<file path="src/rtl/dual_lane_compare.sv">
module dual_lane_compare #(
  parameter int LANE_W = 32,
  parameter int SEL_W  = 3
) (
  input  logic                clk,
  input  logic                rst_n,
  input  logic                in_valid,
  input  logic [2*LANE_W-1:0] opnd_a,
  input  logic [2*LANE_W-1:0] opnd_b,
  input  logic [SEL_W-1:0]    pred_sel,
  output logic                res_valid,
  output logic [3:0]          cond
);
  localparam int N_LANES = 2;
  localparam logic [SEL_W-1:0] SEL_EQ  = SEL_W'(0);
  localparam logic [SEL_W-1:0] SEL_GTS = SEL_W'(1);
  localparam logic [SEL_W-1:0] SEL_GTU = SEL_W'(2);
  localparam logic [SEL_W-1:0] SEL_LTS = SEL_W'(3);
  localparam logic [SEL_W-1:0] SEL_LTU = SEL_W'(4);

  logic [N_LANES-1:0] hit;

  for (genvar g = 0; g < N_LANES; g++) begin : g_lane
    logic [LANE_W-1:0] la, lb;
    assign la = opnd_a[g*LANE_W +: LANE_W];
    assign lb = opnd_b[g*LANE_W +: LANE_W];
    always_comb begin
      case (pred_sel)
        SEL_EQ:  hit[g] = (la == lb);
        SEL_GTS: hit[g] = ($signed(la) > $signed(lb));
        SEL_GTU: hit[g] = (la > lb);
        SEL_LTS: hit[g] = ($signed(la) < $signed(lb));
        SEL_LTU: hit[g] = (la < lb);
        default: hit[g] = 1'b0;
      endcase
    end
  end

  logic [3:0] merged;
  assign merged = {hit[1], hit[0], |hit, &hit};

  always_ff @(posedge clk) begin
    if (!rst_n) begin
      res_valid <= 1'b0;
      cond      <= 4'b0000;
    end else begin
      res_valid <= in_valid;
      if (in_valid) cond <= merged;
    end
  end

  AST_VALID_LATENCY: assert property (@(posedge clk) disable iff (!rst_n)
    in_valid |=> res_valid);
  AST_NO_SPURIOUS_VALID: assert property (@(posedge clk) disable iff (!rst_n)
    !in_valid |=> !res_valid);
  AST_MERGE_BITS: assert property (@(posedge clk) disable iff (!rst_n)
    res_valid |-> (cond[1] == (cond[3] | cond[2])) && (cond[0] == (cond[3] & cond[2])));
  AST_UNUSED_CODE: assert property (@(posedge clk) disable iff (!rst_n)
    (in_valid && pred_sel > SEL_LTU) |=> (cond == 4'b0000));
  AST_EQUAL_NO_ORDER: assert property (@(posedge clk) disable iff (!rst_n)
    (in_valid && opnd_a == opnd_b && pred_sel != SEL_EQ) |=> (cond == 4'b0000));
  AST_HOLD_IDLE: assert property (@(posedge clk) disable iff (!rst_n)
    !in_valid |=> $stable(cond));
endmodule

</file>
<file path="config.mk">
export PLATFORM = sky130hd
export DESIGN_NAME = dual_lane_compare
export DESIGN_NICKNAME = d
export VERILOG_FILES = /design/src/rtl/dual_lane_compare.sv
export SDC_FILE = /design/constraint.sdc
export NUM_CORES = 1
export LEC_CHECK = 0
export ABC_AREA = 0
export BUFFER_PORTS_ARGS = -buffer_cell sky130_fd_sc_hd__buf_2
export CORE_MARGIN = 2
export CORE_UTILIZATION = 25
export CTS_BUF_LIST = sky130_fd_sc_hd__clkbuf_16
export DETAILED_ROUTE_END_ITERATION = 16
export HOLD_SLACK_MARGIN = 0.08
export MAX_ROUTING_LAYER = met4
export PLACE_DENSITY = 0.63
export SYNTH_ARGS = -nofsm -noshare
export SYNTH_HDL_FRONTEND = slang
export SYNTH_SLANG_ARGS = --single-unit
</file>
<file path="constraint.sdc">
create_clock -name clk -period 5.35 [get_ports clk]
set_input_delay 0.535 -clock clk [delete_from_list [all_inputs] [get_ports clk]]
set_output_delay 0.535 -clock clk [all_outputs]
set_load 0.05 [all_outputs]
</file>
==> flow_metrics.env <==
export IMPL_syn_to_final_growth_pct=42.95
export IMPL_layout_min_cycle_time_ns=2.580
export IMPL_crit_type="in -> reg"
export IMPL_rsz0062_at_grt="false"
export IMPL_initial_utilization=0.2604
export IMPL_fp_row_count=32
export IMPL_synth_top_area_share=0.3938
export IMPL_antenna_found_initial=0
export IMPL_cts_root_buf="clkbuf_16"
export IMPL_critPathMaxFanout=5
export IMPL_drc_errors=0
export IMPL_grt_pass1_vias=2227
export IMPL_initialDrtViolationCount=47
export IMPL_start_kind="primary input"
export IMPL_synth_area_leaders="ha_1 (39%), inv_1 (12%), a21oi_1 (5.4%), dfxtp_1 (4.9%), nand2_1 (3.7%)"
export IMPL_path_clk_slew_ns=0.03
export IMPL_antenna_left=0
export IMPL_cp_slowest_cell="ha_1"
export IMPL_overflow=0
export IMPL_gp_congestion=0.7614
export IMPL_final_net_count=611
export IMPL_endpoint_kind="flop"
export IMPL_avgSynthCellArea_um2=7.448
export IMPL_finalHoldViolCount=0
export IMPL_cp_top_family="simple AND/OR/NAND/NOR gates"
export IMPL_worstPathRequired_ns=5.45
export IMPL_relSlewSlack=0.7134
export IMPL_status="finished clean"
export IMPL_dieArea_mm2=0.008870
export IMPL_layoutNonFillerInstCount=514
export IMPL_worstPathArrival_ns=2.68
export IMPL_ys_warn_count=0
export IMPL_core_area_mm2=0.007807
export IMPL_syn_cell_area_mm2=0.002033
export IMPL_drv_cap=0
export IMPL_post_drt_wl_per_cell_um=10.34
export IMPL_post_synth_top_count_cell="inv_1"
export IMPL_yosys_area_top_type="ha_1"
export IMPL_die_width_um=94.18
export IMPL_cts_sinks=5
export IMPL_synth_fp_nets=471
export IMPL_grt_max_degree=12
export IMPL_vias=2330
export IMPL_cp_num_buf_inv=2
export IMPL_final_layout_size_suffix_gt1_frac=0.3714
export IMPL_power_density_mw_per_mm2=118.5
export IMPL_ys_seq_area_frac=0.04923
export IMPL_routed_wl_mm=5.315
export IMPL_cts_tree="done"
export IMPL_hpwl_mm=5.116
export IMPL_htreeDepth=1
export IMPL_numCtsBuffers=3
export IMPL_timing_fmax_ghz=0.3877
export IMPL_grt_first_pass_wirelength_mm=8.576
export IMPL_die_h_um=94.18
export IMPL_fin_skew_ns=0
export IMPL_postCtsSetupRepairBufs=0
export IMPL_dp_cells=510
export IMPL_finalSetupTns_ns=0
export IMPL_vias_per_cell=4.533
export IMPL_ctsHoldBuffers=0
export IMPL_hp_class="reg -> reg"
export IMPL_diodes=0
export IMPL_ys_ff_latch=5
export IMPL_grt_total_usage=0.1196
export IMPL_setup_violations=0
export IMPL_insertion_delay_ns=0.23
export IMPL_ctsResizeCount=0
export IMPL_path_cells="buf_2, inv_1, ha_1, and4_1, nand4_1, nand3b_1, nor3_1, and2b_4, o22ai_1, and3_4, a31oi_1"
export IMPL_synth_cell_types=50
export IMPL_syn_inst=273
export IMPL_tightest_slew_ns=0.4190
export IMPL_ys_flop_type="dfxtp_1"
export IMPL_dr_pass1_iters=4
export IMPL_drv_slew=0
export IMPL_num_fill_cells=858
export IMPL_max_stage_delay_ns=0.36
export IMPL_io_buffers=138
export IMPL_cts_buffer_depth=2
export IMPL_io_pin_count=139
export IMPL_min_period_over_period=0.4822
export IMPL_async_flop_share=0
export IMPL_synth_edf_count=0
export IMPL_synthTopCellsByCount="inv_1 (65), ha_1 (64), a21oi_1 (22), nand2_1 (20)"
export IMPL_peakVddDrop_v=0.00009278
export IMPL_leakage_nw=1.748
==> logic make-up (layout without fill, tap and decap cells) <==
family | Yosys count | in the layout | synth area share
buffers and inverters | 68 | 207 | 0.1323
flip-flops | 5 | 5 | 0.04923
adder cells (fa/ha/maj) | 64 | 64 | 0.3938
multiplexers | 1 | 1 | 0.004923
AND/OR/NAND/NOR | 74 | 74 | 0.2049
AO/OA/AOI/OAI | 61 | 61 | 0.2148
==> area by class of cell <==
type	instances	area [um^2]	share of cell area
clock inverters	1	5.005	0.001722
flip-flops and latches	5	100.1	0.03444
well taps	102	127.6	0.04391
inverters	65	244.0	0.08394
multi-input cells	200	1664	0.5725
repair buffers	138	690.7	0.2376
clock buffers	3	75.07	0.02583
==> metrics by stage <==
| stage | cell area [um^2] | setup WS, ns | hold WS (ns) | power, mW | util |
|---|---|---|---|---|---|
| floorplan | 2033 | 2.858 | 0.6220 | 0.1518 | - |
| global placement | 2826 | 2.562 | 0.4597 | 0.2209 | 0.3620 |
| detailed placement | 2826 | 2.506 | 0.4524 | 0.2267 | 0.3620 |
| CTS | 2907 | 2.738 | 0.4598 | 0.3521 | 0.3723 |
| global route | 2907 | 2.549 | 0.4753 | 0.3809 | 0.3723 |
| finish | 2907 | 2.770 | 0.4524 | 0.3445 | 0.3723 |
==> path summary, 6_finish.rpt <==
check                                to  slack [ns]  depth (start not counted)  startpoint
worst min-delay path            cond[3]        0.45                          2     cond[3]
worst max-delay path            cond[1]        2.77                         11  opnd_b[31]
worst min register to register  cond[3]        0.45                          2     cond[3]
worst max register to register  cond[1]        4.71                          2     cond[1]
==> metal layers <==
metal | track usage | wire length [um]
met1 | 0.1302 | 2191
met2 | 0.2155 | 2627
met3 | 0.03612 | 441
met4 | 0.02415 | 55
met5 | - | 0
==> cells in the final DEF (no fill, tap or decap), drive strengths merged, types with 2 or more instances in the layout <==
cell	count
a211oi	2
a21o	7
a21oi	22
a221oi	4
a31oi	2
and2	2
and4	7
buf	138
clkbuf	3
dfxtp	5
ha	64
inv	65
nand2	20
nand2b	3
nand3	6
nand4	8
nor2	10
nor2b	2
nor3	6
nor3b	2
o211ai	3
o21ai	11
o31ai	2
==> registers in the layout, indices dropped and copies added (netlist names) <==
signal     count
cond           4
res_valid      1
==> power breakdown <==
part / internal (mW) / switching [mW]
combinational: 0.0921 / 0.0902
sequential: 0.0397 / 0.000820
clock: 0.0976 / 0.0241
==> worst reg2reg max path: cells and delay by family, from the launching register on <==
| kind | cells | cell delay [ns] |
|---|---|---|
| DFF | 1 | 0.29 |
| AOI/OAI and AO/OA | 2 | 0.22 |
No activity file was read; power rests on OpenSTA's default activity.
